--- src/rtl/eint_pkg.sv ---
package eint_pkg;
  localparam int unsigned NUM_LINES      = 16;
  localparam int unsigned LINES_PER_FLD  = 2;
  localparam int unsigned FIELD_W        = 3;
  localparam int unsigned FIELD_STRIDE   = 4;
  localparam int unsigned NUM_FIELDS     = NUM_LINES / LINES_PER_FLD;
  localparam int unsigned NUM_GROUPS     = 3;
  localparam int unsigned ADDR_W         = 6;
  localparam int unsigned DATA_W         = 32;
  localparam int unsigned SYNC_STAGES    = 2;

  localparam logic [ADDR_W-1:0] CFG_OFS  = 6'h00;
  localparam logic [ADDR_W-1:0] MASK_OFS = 6'h20;
  localparam logic [ADDR_W-1:0] PEND_OFS = 6'h24;

  typedef struct packed {
    logic lvl_low;
    logic lvl_high;
    logic edge_fall;
    logic edge_rise;
  } trig_t;

  function automatic trig_t decode_trig(input logic [FIELD_W-1:0] code);
    trig_t t;
    t = '0;
    casez (code)
      3'b000: t.lvl_low   = 1'b1;
      3'b001: t.lvl_high  = 1'b1;
      3'b010: t.edge_fall = 1'b1;
      3'b100: t.edge_rise = 1'b1;
      3'b11?: begin
        t.edge_rise = 1'b1;
        t.edge_fall = 1'b1;
      end
      default: t = '0;
    endcase
    return t;
  endfunction

  function automatic int unsigned grp_lo(input int unsigned g);
    case (g)
      0:       return 0;
      1:       return 4;
      default: return 12;
    endcase
  endfunction

  function automatic int unsigned grp_hi(input int unsigned g);
    case (g)
      0:       return 3;
      1:       return 11;
      default: return 15;
    endcase
  endfunction
endpackage

--- src/rtl/eint_sync.sv ---
module eint_sync #(
  parameter int unsigned WIDTH   = 16,
  parameter int unsigned STAGES  = 2,
  parameter logic        RST_VAL = 1'b1
) (
  input  logic             clk_i,
  input  logic             rst_ni,
  input  logic [WIDTH-1:0] d_i,
  output logic [WIDTH-1:0] q_o
);
  logic [STAGES-1:0][WIDTH-1:0] stg_q;

  always_ff @(posedge clk_i or negedge rst_ni) begin
    if (!rst_ni) stg_q[0] <= {WIDTH{RST_VAL}};
    else         stg_q[0] <= d_i;
  end

  for (genvar s = 1; s < STAGES; s++) begin : g_stage
    always_ff @(posedge clk_i or negedge rst_ni) begin
      if (!rst_ni) stg_q[s] <= {WIDTH{RST_VAL}};
      else         stg_q[s] <= stg_q[s-1];
    end
  end

  assign q_o = stg_q[STAGES-1];
endmodule

--- src/rtl/eint_detect.sv ---
module eint_detect
  import eint_pkg::*;
#(
  parameter int unsigned WIDTH = NUM_LINES
) (
  input  logic                          clk_i,
  input  logic                          rst_ni,
  input  logic [WIDTH-1:0]              lvl_i,
  input  logic [WIDTH-1:0][FIELD_W-1:0] mode_i,
  output logic [WIDTH-1:0]              evt_o
);
  logic [WIDTH-1:0] prev_q;

  always_ff @(posedge clk_i or negedge rst_ni) begin
    if (!rst_ni) prev_q <= '1;
    else         prev_q <= lvl_i;
  end

  for (genvar i = 0; i < WIDTH; i++) begin : g_line
    trig_t tr;
    assign tr = decode_trig(mode_i[i]);
    assign evt_o[i] = (tr.lvl_low   & ~lvl_i[i])
                    | (tr.lvl_high  &  lvl_i[i])
                    | (tr.edge_rise &  lvl_i[i] & ~prev_q[i])
                    | (tr.edge_fall & ~lvl_i[i] &  prev_q[i]);


    rise_only_chk: assert property (@(posedge clk_i) disable iff (!rst_ni)
      (mode_i[i] == 3'b100 && evt_o[i]) |-> (lvl_i[i] && !$past(lvl_i[i])));

    disabled_chk: assert property (@(posedge clk_i) disable iff (!rst_ni)
      (mode_i[i] == 3'b011 || mode_i[i] == 3'b101) |-> !evt_o[i]);
  end
endmodule

--- src/rtl/eint_regs.sv ---
module eint_regs
  import eint_pkg::*;
(
  input  logic                              clk_i,
  input  logic                              rst_ni,
  input  logic                              en_i,
  input  logic                              we_i,
  input  logic [ADDR_W-1:0]                 addr_i,
  input  logic [DATA_W-1:0]                 wdata_i,
  output logic [DATA_W-1:0]                 rdata_o,
  input  logic [NUM_LINES-1:0]              evt_i,
  output logic [NUM_LINES-1:0][FIELD_W-1:0] mode_o,
  output logic [NUM_LINES-1:0]              mask_o,
  output logic [NUM_LINES-1:0]              pend_o
);
  logic [NUM_FIELDS-1:0][FIELD_W-1:0] cfg_q;
  logic [NUM_LINES-1:0]               mask_q, pend_q, clr;
  logic [DATA_W-1:0]                  cfg_word;
  logic                               wr_cfg, wr_mask, wr_pend;
  logic [NUM_FIELDS-1:0]              unused_gap;

  assign wr_cfg  = en_i && we_i && (addr_i == CFG_OFS);
  assign wr_mask = en_i && we_i && (addr_i == MASK_OFS);
  assign wr_pend = en_i && we_i && (addr_i == PEND_OFS);
  assign clr     = wr_pend ? wdata_i[NUM_LINES-1:0] : '0;

  for (genvar k = 0; k < NUM_FIELDS; k++) begin : g_fld
    always_ff @(posedge clk_i or negedge rst_ni) begin
      if (!rst_ni)     cfg_q[k] <= '0;
      else if (wr_cfg) cfg_q[k] <= wdata_i[k*FIELD_STRIDE +: FIELD_W];
    end
    assign unused_gap[k] = wdata_i[k*FIELD_STRIDE + FIELD_W];
  end

  for (genvar n = 0; n < NUM_LINES; n++) begin : g_map
    assign mode_o[n] = cfg_q[n / LINES_PER_FLD];
  end

  always_comb begin
    cfg_word = '0;
    for (int k = 0; k < NUM_FIELDS; k++)
      cfg_word[k*FIELD_STRIDE +: FIELD_W] = cfg_q[k];
  end

  always_ff @(posedge clk_i or negedge rst_ni) begin
    if (!rst_ni)      mask_q <= '1;
    else if (wr_mask) mask_q <= wdata_i[NUM_LINES-1:0];
  end

  // event wins over a same-cycle clear
  always_ff @(posedge clk_i or negedge rst_ni) begin
    if (!rst_ni) pend_q <= '0;
    else         pend_q <= (pend_q & ~clr) | evt_i;
  end

  always_comb begin
    rdata_o = '0;
    case (addr_i)
      CFG_OFS:  rdata_o = cfg_word;
      MASK_OFS: rdata_o[NUM_LINES-1:0] = mask_q;
      PEND_OFS: rdata_o[NUM_LINES-1:0] = pend_q;
      default:  rdata_o = '0;
    endcase
  end

  assign mask_o = mask_q;
  assign pend_o = pend_q;

  for (genvar n = 0; n < NUM_LINES; n++) begin : g_chk

    pend_hold_chk: assert property (@(posedge clk_i) disable iff (!rst_ni)
      (pend_q[n] && !(wr_pend && wdata_i[n])) |=> pend_q[n]);

    evt_sets_chk: assert property (@(posedge clk_i) disable iff (!rst_ni)
      evt_i[n] |=> pend_q[n]);
  end
endmodule

--- src/rtl/eint_group_ctrl.sv ---
module eint_group_ctrl
  import eint_pkg::*;
(
  input  logic                  clk_i,
  input  logic                  rst_ni,
  input  logic [NUM_LINES-1:0]  pin_i,
  input  logic                  reg_en_i,
  input  logic                  reg_we_i,
  input  logic [ADDR_W-1:0]     reg_addr_i,
  input  logic [DATA_W-1:0]     reg_wdata_i,
  output logic [DATA_W-1:0]     reg_rdata_o,
  output logic [NUM_GROUPS-1:0] irq_o
);
  logic [NUM_LINES-1:0]              lvl, evt, mask, pend, active;
  logic [NUM_LINES-1:0][FIELD_W-1:0] mode;

  eint_sync #(.WIDTH(NUM_LINES), .STAGES(SYNC_STAGES), .RST_VAL(1'b1)) u_sync (
    .clk_i (clk_i),
    .rst_ni(rst_ni),
    .d_i   (pin_i),
    .q_o   (lvl)
  );

  eint_detect #(.WIDTH(NUM_LINES)) u_detect (
    .clk_i (clk_i),
    .rst_ni(rst_ni),
    .lvl_i (lvl),
    .mode_i(mode),
    .evt_o (evt)
  );

  eint_regs u_regs (
    .clk_i  (clk_i),
    .rst_ni (rst_ni),
    .en_i   (reg_en_i),
    .we_i   (reg_we_i),
    .addr_i (reg_addr_i),
    .wdata_i(reg_wdata_i),
    .rdata_o(reg_rdata_o),
    .evt_i  (evt),
    .mode_o (mode),
    .mask_o (mask),
    .pend_o (pend)
  );

  assign active = pend & ~mask;

  for (genvar g = 0; g < NUM_GROUPS; g++) begin : g_grp
    localparam int unsigned LO = grp_lo(g);
    localparam int unsigned HI = grp_hi(g);
    assign irq_o[g] = |active[HI:LO];
  end


  irq_src_chk: assert property (@(posedge clk_i) disable iff (!rst_ni)
    (|irq_o) |-> (|pend));

  all_masked_chk: assert property (@(posedge clk_i) disable iff (!rst_ni)
    (&mask) |-> (irq_o == '0));
endmodule

--- config.mk ---
export PLATFORM = sky130hd
export DESIGN_NAME = eint_group_ctrl
export DESIGN_NICKNAME = d
export VERILOG_FILES = /design/src/rtl/eint_pkg.sv /design/src/rtl/eint_sync.sv /design/src/rtl/eint_detect.sv /design/src/rtl/eint_regs.sv /design/src/rtl/eint_group_ctrl.sv
export SDC_FILE = /design/constraint.sdc
export NUM_CORES = 1
export LEC_CHECK = 0
export BUFFER_PORTS_ARGS = -buffer_cell sky130_fd_sc_hd__buf_2
export CAP_MARGIN = 20
export CORE_ASPECT_RATIO = 0.9
export CORE_MARGIN = 10
export CORE_UTILIZATION = 60
export CTS_BUF_LIST = sky130_fd_sc_hd__clkbuf_8 sky130_fd_sc_hd__clkbuf_16
export DETAILED_ROUTE_END_ITERATION = 6
export HOLD_SLACK_MARGIN = 0.08
export PLACE_DENSITY = 0.94
export SLEW_MARGIN = 20
export SYNTH_ARGS = -nofsm -noshare
export SYNTH_HDL_FRONTEND = slang
export SYNTH_HIERARCHICAL = 1
export SYNTH_SLANG_ARGS = --single-unit
--- constraint.sdc ---
create_clock -name clk_i -period 3.6 [get_ports clk_i]
set_input_delay 0.72 -clock clk_i [delete_from_list [all_inputs] [get_ports clk_i]]
set_output_delay 0.72 -clock clk_i [all_outputs]
set_load 0.05 [all_outputs]
* Yosys cells after proc, flatten, opt, wreduce, memory -nomap -nowiden
Index checks and enable logic that the tools add are counted.
** Storage, ports and cells
- Register bits after elaboration :: 104
- Latch bits :: 0
- Bits in writable memories :: 0
- Memory bits (read-only) :: 0
- Logic and storage cells :: 295
- Memories kept :: 0
** Cells by class
- $add $sub $neg :: 0
- Multiply operators :: 0
- Divide/modulo/power cells :: 0
- Magnitude comparators :: 0
- Equality and inequality tests :: 34
- Shift-type cells :: 0
- Multiplexer cells :: 35
- Bitwise operators :: 181
- Reduce and logical (&&, ||, !) cells :: 32
** Operators with widths (count)
- $and A1 B1 Y1 :: 96
- $or A1 B1 Y1 :: 48
- $pmux W16 S3 :: 1
- $and A16 B16 Y16 :: 2
- $mux W1 :: 32
- $not A1 Y1 :: 32
- $not A16 Y16 :: 2
- $reduce_or A2 Y1 :: 16
- $eq A3 B1 Y1 const B :: 8
- $eq A3 B2 Y1 const B :: 8
- $eq A3 B3 Y1 const B :: 8
- $logic_not A3 Y1 :: 8
- $eq A2 B2 Y1 const B :: 8
- $mux W16 :: 1
- $or A16 B16 Y16 :: 1
- $mux W15 :: 1
- $eq A6 B6 Y1 const B :: 2
- $reduce_or A4 Y1 :: 2
- $reduce_or A8 Y1 :: 1
- $logic_not A6 Y1 :: 1
- $logic_and A1 B1 Y1 :: 4

* Logic depth before layout (Yosys ltp)
- Depth in word-level cells :: 8
- Mapped depth :: 6
- Mapped depth without buffers :: 5

* By module
Netlist, hierarchy kept.
** By module, submodules not included
- eint_regs :: times used 1, cells each 236, area each 2852.7 µm², sequential area each 1421.4 µm²
- eint_detect :: times used 1, cells each 131, area each 1223.7 µm², sequential area each 420.4 µm²
- eint_sync :: times used 1, cells each 48, area each 960.9 µm², sequential area each 840.8 µm²
- eint_group_ctrl :: times used 1, cells each 25, area each 125.1 µm², sequential area each 0.0 µm²

* Worst setup path after synthesis
No wires, ideal clock.
- Path kind :: in2out
- Start :: input port reg_addr_i[3]
- End :: output port reg_rdata_o[0]
- Data arrival time :: 2406 ps
- Setup slack :: 474 ps
- Stages :: 4
- Path buffers :: 1
- Cell sequence :: or4_4 nor3_1 clkbuf_1 a221o_1
** Between the ends
- Word-level cells in the longest chain between the ends :: 2
- Elaborated cells between the ends (all ways) :: 4
- Classes of those cells :: 2 x eq/ne; 1 x mux; 1 x reduce/logical
** Ends and longest elaborated chain
- from (decl) :: line eint_group_ctrl.sv:9 : input logic [ADDR_W-1:0] reg_addr_i,
- $eq A6 B6 Y1 / $logic_not A6 Y1 (equally long branches) :: line eint_regs.sv:58 : case (addr_i)
- $pmux W16 S3 (*) :: line eint_regs.sv:58
- to (decl) :: line eint_group_ctrl.sv:11 : output logic [DATA_W-1:0] reg_rdata_o,
Every way passes the cells marked *; elsewhere a longest branch is shown, timed or not.

* Worst setup path after layout
- Start :: input port reg_addr_i[3]
- End :: output port reg_rdata_o[4]
The elaborated chain is that of the path after synthesis.

==> impl_metrics.env <==
export IMPL_status="finished, final reports clean"
export IMPL_synth_xor_area_share_pct=1.87
export IMPL_antenna_found_initial=0
export IMPL_fp_dieH_microns=108
export IMPL_drv_slew=0
export IMPL_synth_compound_area_share_pct=9.55
export IMPL_maxCapViolCount=0
export IMPL_relSlewSlack_pct=47.0
export IMPL_clock_fmax_ghz=0.325
export IMPL_cts_inserted_buffers=9
export IMPL_start_util_pct=60.8
export IMPL_synthAdderAreaFrac_pct=0
export IMPL_p_sw_uw=608
export IMPL_num_vias=3448
export IMPL_p_clk_share_pct=30.6
export IMPL_syn2layout_area_growth_pct=8.51
export IMPL_drc_errors=0
export IMPL_gp_congestion=0.800
export IMPL_grt_pass1_wl_mm=17.9
export IMPL_hpwl_mm=8.06
export IMPL_synthTopCellsByCount="64 x dfstp_2, 44 x buf_4, 40 x dfrtp_1, 38 x inv_1, 23 x nor2_1"
export IMPL_yosysTopAreaCellShare_pct=32.6
export IMPL_synth_top_family_by_area="simple AND/OR/NAND/NOR gates"
export IMPL_die_w_microns=118
export IMPL_setup_violations=0
export IMPL_drtIter0Drc=136
export IMPL_clk_pin_slew_ps=90
export IMPL_ant_nets=0
export IMPL_comb_power_share_pct=11.9
export IMPL_grt_start_max_net_pins=63
export IMPL_synth_most_common_cell="dfstp_2"
export IMPL_nets=547
export IMPL_fp_row_count=32
export IMPL_hold_path_class="reg2reg"
export IMPL_rrSetupSlack_ps=2100
export IMPL_internal_power_uw=1730
export IMPL_cts_tree="built"
export IMPL_synth_seq_cells=104
export IMPL_p_per_area_nw_per_um2=417
export IMPL_totalWireLength_mm=11.3
export IMPL_grt_pass1_vias=3662
export IMPL_yosysTopAreaCell="dfstp_2"
export IMPL_track_usage_pct=17.5
export IMPL_port_buffers=84
export IMPL_worst_setup_path_start_kind="input pin"
export IMPL_p_total_uw=2340
export IMPL_seq_area_frac_synth_pct=52.0
export IMPL_synth_ff_type="dfstp_2"
export IMPL_synth_simple_gate_area_share_pct=13.0
export IMPL_synthTopCellsByArea="dfstp_2 33%, dfrtp_1 19%, buf_4 6.4%, mux2_4 5.8%, mux2_2 4.4%"
export IMPL_grt_overflow=0
export IMPL_coreArea_sq_um=8490
export IMPL_synth_edf_count=0
export IMPL_p_leak_uw=0.00274
export IMPL_cp_max_fo=24
export IMPL_cts_resized=0
export IMPL_yosysUniqueCellTypes=36
export IMPL_layout_drive_gt1_share_pct=46.0
export IMPL_clock_latency_ps=370
export IMPL_critPathKind="in2out"
export IMPL_viasPerCell=5.62
export IMPL_syn_mean_instance_area_sq_um=11.7
export IMPL_tns_ps=0
export IMPL_nFillCells=669
export IMPL_yosysWarnings=6
export IMPL_p_seq_share_pct=57.4
export IMPL_clock_sinks=104
export IMPL_p_sw_share_pct=26.0
export IMPL_vdd_drop_max_v=0.000233
export IMPL_syn_instance_count=440
export IMPL_hold_buffers=0
export IMPL_netlist_area_sq_um=5160
export IMPL_htreeDepth=3
export IMPL_rsz0062_at_grt="no"
export IMPL_period_needed_ps=3070
export IMPL_die_area_sq_um=12700
export IMPL_antenna_diode_count=0
export IMPL_hold_viol=0
export IMPL_synthArstFlopShare_pct=100
export IMPL_crit_arrival_ps=2350
export IMPL_wl_per_cell_microns=18.4
export IMPL_drtPass1Iterations=5
export IMPL_io_pins=93
export IMPL_clock_skew_ps=7.65
export IMPL_root_buffer="clkbuf_8"
export IMPL_clk_path_buf_depth=2
export IMPL_tightest_slew_ps=795
export IMPL_synthMuxAreaShare_pct=12.8
export IMPL_finalCritPeriodShare_pct=85.4
export IMPL_required_ps=2880
export IMPL_cts_setup_buffers=0
export IMPL_cp_end_kind="output port"
[state kept, by name, summed over array words and instances (netlist names)]
name and cells:
u_regs/mode_o 24, u_regs/mask_o 16, u_sync/q_o 16, u_sync/stg_q 16, u_detect/prev_q 16, u_regs/pend_o 16
[layout by cell type, fill, tap and decap left out, types with 3 or more instances in the layout]
| master | n |
|---|---|
| dfstp_2 | 64 |
| nand2b_1 | 9 |
| nand2_1 | 10 |
| nor3_1 | 19 |
| a221o_1 | 12 |
| dfrtp_1 | 40 |
| clkbuf_8 | 9 |
| mux2_4 | 20 |
| a211o_1 | 9 |
| o22ai_1 | 13 |
| nor2_1 | 23 |
| and3_1 | 12 |
| a31oi_1 | 16 |
| nand3b_1 | 3 |
| and2_1 | 19 |
| buf_4 | 6 |
| conb_1 | 4 |
| nor2b_2 | 6 |
| mux2_2 | 20 |
| nor2b_1 | 10 |
| a22o_1 | 4 |
| mux4_2 | 6 |
| xor2_1 | 11 |
| inv_1 | 39 |
| buf_2 | 83 |
| a21oi_1 | 7 |
[per-layer routing]
layer  wire (microns)  global-route usage [%]  vias up
met3              686                    5.05       23
li1                 -                       -     1591
met5                0                       0        -
met1             4370                    19.2     1705
met4              260                    6.53        0
met2             5960                    31.8      129
[metrics by stage]
stage / worst slack, ps / utilization, % / cell area [sq um] / hold slack (ps) / instances
floorplan: 474 / - / 5170 / 345 / 443
global placement: 611 / 63.7 / 5410 / 346 / 597
detailed placement: 574 / 63.7 / 5410 / 347 / 597
CTS: 573 / 66.0 / 5600 / 361 / 613
global route: 481 / 66.0 / 5600 / 366 / 613
finish: 527 / 66.0 / 5600 / 360 / 613
[worst max-delay path, cell delays in order]
cell,delay [ps]
buf_2,120
or4_4,550
nor3_2,120
buf_4,320
a221o_1,250
buf_2,280
[cell type report]
type                            instances  area [sq um]  share of cell area (%)
Clock buffer                            9           124                    2.21
Clock inverter                          7          72.6                    1.30
Inverter                               38           143                    2.55
Multi-Input combinational cell        246          1950                    34.8
Sequential cell                       104          2680                    47.9
Tap cell                              119           149                    2.66
Timing Repair Buffer                   90           480                    8.58
[path summary, 6_finish.rpt]
check / cells after the start / startpoint / endpoint
worst max-delay path: 6 / reg_addr_i[3] / reg_rdata_o[4]
worst min-delay path: 0 / u_sync/stg_q[6]$_DFF_PN1_ / u_sync/q_o[6]$_DFF_PN1_
worst max register to register: 5 / u_regs/mode_o[42]$_DFFE_PN0P_ / u_regs/pend_o[15]$_DFF_PN0_
worst min register to register: 0 / u_sync/stg_q[6]$_DFF_PN1_ / u_sync/q_o[6]$_DFF_PN1_
max in group asynchronous: 2 / rst_ni / u_sync/q_o[3]$_DFF_PN1_
min in group asynchronous: 1 / rst_ni / u_regs/mode_o[24]$_DFFE_PN0P_
[cell families (layout without fill, tap and decap cells)]
kind of cell	count (synthesis)	in the layout
xor+xnor	11	11
compound gates	66	66
simple gates	119	119
flops	104	104
buf+inv	93	144
other cells	1	4
mux	46	46
[power by group through the flow]
stage	clock, uW	sequential [uW]	combinational [uW]
global route	781	1350	305
detailed placement	0	1360	275
floorplan	0	1320	245
finish	716	1340	279
CTS	733	1340	279
global placement	0	1350	259
Power figures use the tool's default switching activity.
